[config.mk]
export PLATFORM = sky130hd
export DESIGN_NAME = cfg_unlock_guard
export DESIGN_NICKNAME = d
export VERILOG_FILES = /design/src/rtl/cfg_unlock_guard.sv
export SDC_FILE = /design/constraint.sdc
export NUM_CORES = 1
export LEC_CHECK = 0
export BUFFER_PORTS_ARGS = -buffer_cell sky130_fd_sc_hd__buf_4
export CAP_MARGIN = 5
export CORE_AREA = 10 10 47 49
export DETAILED_ROUTE_END_ITERATION = 10
export DIE_AREA = 0 0 57 59
export GPL_TIMING_DRIVEN = 1
export PLACE_DENSITY = 0.71
export SYNTH_ARGS = -nofsm -noshare
export SYNTH_HDL_FRONTEND = slang
export SYNTH_SLANG_ARGS = --single-unit
[constraint.sdc]
create_clock -name clk -period 1.5 [get_ports clk]
set_input_delay 0.225 -clock clk [delete_from_list [all_inputs] [get_ports clk]]
set_output_delay 0.225 -clock clk [all_outputs]
set_load 0.02 [all_outputs]
[src/rtl/cfg_unlock_guard.sv]
module cfg_unlock_guard #(
  parameter int          ADDR_W   = 4,
  parameter int          DATA_W   = 8,
  parameter int          WINDOW   = 4,
  parameter logic [3:0]  KEY_OFFS = 4'h4,
  parameter logic [7:0]  KEY_IO   = 8'hD8,
  parameter logic [7:0]  KEY_PROG = 8'h9D
) (
  input  logic              clk,
  input  logic              rst_n,
  input  logic              bus_wr,
  input  logic [ADDR_W-1:0] bus_addr,
  input  logic [DATA_W-1:0] bus_wdata,
  input  logic              retire,
  input  logic              consume,
  output logic              io_unlock,
  output logic              prog_unlock,
  output logic              irq_block,
  output logic [DATA_W-1:0] rd_data
);
  localparam int CNT_W = $clog2(WINDOW + 1);
  localparam logic [CNT_W-1:0] CNT_FULL = CNT_W'(WINDOW);
  localparam logic [CNT_W-1:0] CNT_ONE  = CNT_W'(1);

  typedef enum logic [1:0] {M_OFF, M_IO, M_PROG} mode_t;

  mode_t            mode_q;
  logic [CNT_W-1:0] cnt_q;

  wire key_hit  = bus_wr && (bus_addr == ADDR_W'(KEY_OFFS));
  wire is_io    = bus_wdata == DATA_W'(KEY_IO);
  wire is_prog  = bus_wdata == DATA_W'(KEY_PROG);
  wire open_now = mode_q != M_OFF;

  always_ff @(posedge clk) begin
    if (!rst_n) begin
      mode_q <= M_OFF;
      cnt_q  <= '0;
    end else if (key_hit) begin
      if (is_io) begin
        mode_q <= M_IO;
        cnt_q  <= CNT_FULL;
      end else if (is_prog) begin
        mode_q <= M_PROG;
        cnt_q  <= CNT_FULL;
      end else begin
        mode_q <= M_OFF;
        cnt_q  <= '0;
      end
    end else if (open_now && consume) begin
      mode_q <= M_OFF;
      cnt_q  <= '0;
    end else if (open_now && retire) begin
      cnt_q <= cnt_q - CNT_ONE;
      if (cnt_q <= CNT_ONE) mode_q <= M_OFF;
    end
  end

  assign io_unlock   = mode_q == M_IO;
  assign prog_unlock = mode_q == M_PROG;
  assign irq_block   = open_now;
  assign rd_data     = {{(DATA_W-2){1'b0}}, prog_unlock, io_unlock};

  p_prog_key_r1: assert property (@(posedge clk) disable iff (!rst_n)
    key_hit && is_prog |=> prog_unlock && !io_unlock && irq_block);

  p_io_key_r2: assert property (@(posedge clk) disable iff (!rst_n)
    key_hit && is_io |=> io_unlock && !prog_unlock && irq_block);

  p_expire_r3: assert property (@(posedge clk) disable iff (!rst_n)
    open_now && retire && !consume && !key_hit && cnt_q == CNT_ONE |=> !irq_block);

  p_hold_r3: assert property (@(posedge clk) disable iff (!rst_n)
    !retire && !consume && !key_hit |=> $stable(rd_data) && $stable(irq_block));

  p_exclusive_r8: assert property (@(posedge clk) disable iff (!rst_n)
    $countones({io_unlock, prog_unlock}) <= 1);

  p_bad_key_r6: assert property (@(posedge clk) disable iff (!rst_n)
    key_hit && !is_io && !is_prog |=> !irq_block && rd_data == '0);

  p_consume_r7: assert property (@(posedge clk) disable iff (!rst_n)
    consume && !key_hit |=> !irq_block);

  p_fresh_count_r8: assert property (@(posedge clk) disable iff (!rst_n)
    key_hit && (is_io || is_prog) |=> cnt_q == CNT_FULL);
endmodule

Yosys cells after proc, flatten, opt, wreduce, memory -nomap -nowiden
Index checks and enable logic that the tools add are counted.
{"block": "classes", "n_mux": 11, "magnitude_cmp": 1, "n_eq_ne": 5, "n_reduce_logical": 7, "add_sub_neg": 1}
{"cell": "equality test 8 bit (second input constant)", "n": 2}
{"cell": "2-to-1 mux 3 bit", "n": 5}
{"cell": "2-to-1 mux 2 bit", "n": 6}
{"cell": "nonzero test 3 bit", "n": 2}
{"cell": "equality test 4 x 3 -> 1 bit (second input constant)", "n": 1}
{"cell": "less-or-equal comparator 3 x 1 -> 1 bit (second input constant)", "n": 1}
{"cell": "logical AND 1 bit", "n": 3}
{"cell": "subtractor 3 x 1 -> 3 bit (second input constant)", "n": 1}
{"cell": "equality test 2 x 1 -> 1 bit (second input constant)", "n": 1}
{"cell": "equality test 2 bit (second input constant)", "n": 1}
{"cell": "AND reduction 2 bit", "n": 1}
{"cell": "nonzero test 2 bit", "n": 1}
{"block": "word_totals", "input_bits": 17, "regBits": 5, "out_inout_bits": 11}

Depth between registers and ports, before layout
{"block": "logic_depth", "depth_word": 5, "ltp_mapped": 6, "ltp_nobuf": 6}

Worst setup path before layout
Ideal clock, no wire load.
{"block": "synth_timing", "path_type": "register -> output", "startpoint": "reg mode_q[0]", "endpoint": "out rd_data[0]", "slack_ps": 315, "path_buffers": 1, "arrival_ps": 960, "stages_incl_launch_ff": 3, "t_required_ps": 1275, "path_cell_list": "dfxtp_1 nor2b_1 buf_4"}
{"block": "synth_via", "elab_chain_cells": 1}
{"element": "from (decl)", "line": "27", "rtl": "mode_t mode_q;"}
{"element": "from (signal assigned)", "line": "37", "rtl": "mode_q <= M_OFF;"}
{"element": "from (signal assigned)", "line": "41", "rtl": "mode_q <= M_IO;"}
{"element": "from (signal assigned)", "line": "44", "rtl": "mode_q <= M_PROG;"}
{"element": "equality test 2 x 1 -> 1 bit", "line": "59", "rtl": "assign io_unlock = mode_q == M_IO;"}
{"element": "to (decl)", "line": "19", "rtl": "output logic [DATA_W-1:0] rd_data"}
Every way passes these cells.

Worst setup path after layout
{"block": "layout_timing", "startpoint": "reg cnt_q[1]", "endpoint": "reg mode_q[1]"}
{"block": "layout_via", "elab_chain_cells": 3}
{"element": "from (decl)", "line": "28", "rtl": "logic [CNT_W-1:0] cnt_q;"}
{"element": "from (signal assigned)", "line": "54", "rtl": "cnt_q <= cnt_q - CNT_ONE;"}
{"element": "less-or-equal comparator 3 x 1 -> 1 bit", "line": "55", "rtl": "if (cnt_q <= CNT_ONE) mode_q <= M_OFF;"}
{"element": "nonzero test 3 bit (no source line)"}
{"element": "AND reduction 2 bit (no source line)"}
{"element": "to (signal assigned)", "line": "47", "rtl": "mode_q <= M_OFF;"}
{"element": "to (signal assigned)", "line": "51", "rtl": "mode_q <= M_OFF;"}
{"element": "to (signal assigned)", "line": "55"}
Every way passes these cells.
A chain may end at the register's enable or synchronous reset.

==> impl_metrics.py <==
metrics = {
    "clock_tree": {
        "cts_made_buffers": 3,
        "cts-resized-gates": 0,
        "ctsHoldBuffers": 0,
        "path_clk_slew_ns": 0.04,
        "cts.sinks": 5,
        "cts_tree": "done",
        "htreeDepth": 1,
        "clk_latency_ns": 0.24,
        "postCtsSetupBuffers": 0,
        "root_buffer": "clkbuf_4",
        "cts_buffer_depth": 2,
    },
    "critical_path": {
        "startpoint_type": "register",
        "crit_path_max_incr_delay_ns": 0.34,
        "r2r_cells": 6,
        "critical_path.cell_chain": "inv_1 -> ha_1 -> o21bai_1 -> a31oi_1 -> nand2_2 -> o22ai_1",
        "cpMaxStageDelayCell": "dfxtp_1",
        "path_max_fanout": 3,
        "cp-end-kind": "register",
        "worstSetupPathType": "reg -> reg",
        "worstPathArrival_ns": 1.40,
        "crit_required_ns": 1.66,
    },
    "timing": {
        "rsz0062_at_grt": "no",
        "setup_tns_ns": 0,
        "clock_skew_ns": 0.000436,
        "fin_crit_ns": 1.24,
        "setup_viol": 0,
        "slew_violations": 0,
        "max_freq_ghz": 0.808,
        "setup_ws_ns": 0.262,
        "timing.final.crit_share_pct": 82.5,
        "hold_violations": 0,
    },
    "outcome": {
        "status": "completed",
    },
    "yosys": {
        "syn_avg_cell_area_um2": 7.55,
        "synth_top_area_share_pct": 24.5,
        "postSynthCellCount": 54,
        "yosys_warnings": 0,
        "seq_area_frac_synth_pct": 24.5,
        "synthesis.area_um2": 408,
        "synth_largest_area_cell": "dfxtp_1",
        "ys_seq_elements": 5,
        "synth_cell_types": 24,
        "synth_area_leaders": "dfxtp_1, buf_4, nand2_1",
    },
    "cells_and_area": {
        "antenna_cells": 0,
        "syn2layout_area_growth_pct": 39.9,
        "finish.utilization_pct": 40.7,
        "mostFrequentLayoutCells": "buf_4, nand2_1, conb_1",
        "layout-drive-gt1-share_pct": 35.5,
        "final_common_cell": "buf_4",
        "nNetsFinal": 96,
    },
    "place": {
        "port_buffers": 21,
        "dp_hpwl_um": 934,
        "globalplace.congestion": 0.770,
        "preCtsSetupSlack_ns": 0.262,
    },
    "global_route": {
        "antenna_found_initial": 0,
        "track_usage_pct": 6.18,
        "busiest_layer": "met2",
        "overflow": 0,
        "gr-usage-met1_pct": 4.99,
        "grt_util_met3_pct": 5.15,
        "grt_use_met2_pct": 9.15,
        "grt_start_max_net_pins": 7,
        "grt_pass1_vias": 420,
        "grt_pass1_wl_um": 1640,
    },
    "hold_path": {
        "hp-class": "in -> reg",
        "hold_depth": 3,
    },
    "flow_run": {
        "cap_violations": 0,
    },
    "die": {
        "pin_count": 28,
        "die_h_um": 59,
        "die_area_um2": 3360,
        "start_util_pct": 29.1,
        "coreArea_um2": 1400,
        "die_x_um": 57,
        "rows": 14,
    },
    "route": {
        "wl_um": 1040,
        "first_pass_iters": 4,
        "ant_nets": 0,
        "drc": 0,
        "via_per_inst": 4.60,
        "drt-initial-drc-count": 4,
        "vias": 423,
        "avgRoutedWirePerCell_um": 11.3,
    },
    "power": {
        "p_leak_nw": 0.262,
        "powerDensity_nw_per_um2": 613,
        "total_power_mw": 0.350,
        "peakVddDrop_v": 0.000355,
    },
}
per-layer routing:
metal	up-vias	wire length, um
met2	22	449
met3	4	172
met4	0	34
met5	-	0
li1	217	-
met1	180	385
per-stage QoR:
stage / hold slack (ns) / cell area, um2 / std cells
after floorplan: 0.363 / 427 / 59
after global placement: 0.498 / 544 / 88
after detailed placement: 0.515 / 544 / 88
after CTS: 0.272 / 571 / 92
after global routing: 0.279 / 571 / 92
final: 0.278 / 571 / 92
cells in the mapped netlist (all sizes together):
library cell   n
nand2         10
buf            8
dfxtp          5
inv            4
nor2           3
nor2b          3
o21ai          3
o22ai          3
ha             2
a21oi          1
a2bb2oi        1
a31oi          1
and3b          1
conb           1
nand3b         1
nand4b         1
nor3b          1
nor4           1
o2111ai        1
o21bai         1
o41a           1
or4            1
power breakdown:
group          internal [mW]  switching [mW]
clock                  0.100          0.0512
combinational         0.0330          0.0315
sequential             0.134       0.0000177
final cells by class:
type	count	area, um2
multi-input combinational	42	251
fill	166	831
inverter	4	15.0
timing repair buffer	21	158
sequential	5	100
tap	16	20.0
clock buffer	4	26.3
flip-flops by register name, indices dropped and copies added, names as in the netlist:
register	count
cnt_q	3
mode_q	2
cell families (layout without fill, tap and decap cells):
kind of cell               after synthesis  count (layout)  synth area share [%]
buffers and inverters                   12              29                  18.4
AOI/OAI and AO/OA                       12              12                  19.9
and+or+nand+nor                         22              22                  30.1
other                                    1               6                 0.919
DFF                                      5               5                  24.5
adders and majority gates                2               2                  6.13
critical path: cells and delay by family (launching register included):
kind | cells | cell delay [ns]
AOI/OAI and AO/OA | 3 | 0.50
DFF | 1 | 0.34
adders and majority gates | 1 | 0.17
and+or+nand+nor | 1 | 0.08
buffers and inverters | 1 | 0.07
path summary, 6_finish.rpt:
kind / slack, ns / startpoint / to
min: 0.28 / rst_n / cnt_q[1]$_SDFFE_PN0P_
min reg2reg: 0.52 / mode_q[1]$_SDFFE_PN0P_ / mode_q[1]$_SDFFE_PN0P_
max: 0.26 / cnt_q[1]$_SDFFE_PN0P_ / mode_q[1]$_SDFFE_PN0P_
max reg2reg: 0.26 / cnt_q[1]$_SDFFE_PN0P_ / mode_q[1]$_SDFFE_PN0P_
Note: power is estimated with default switching activity, not from simulation.
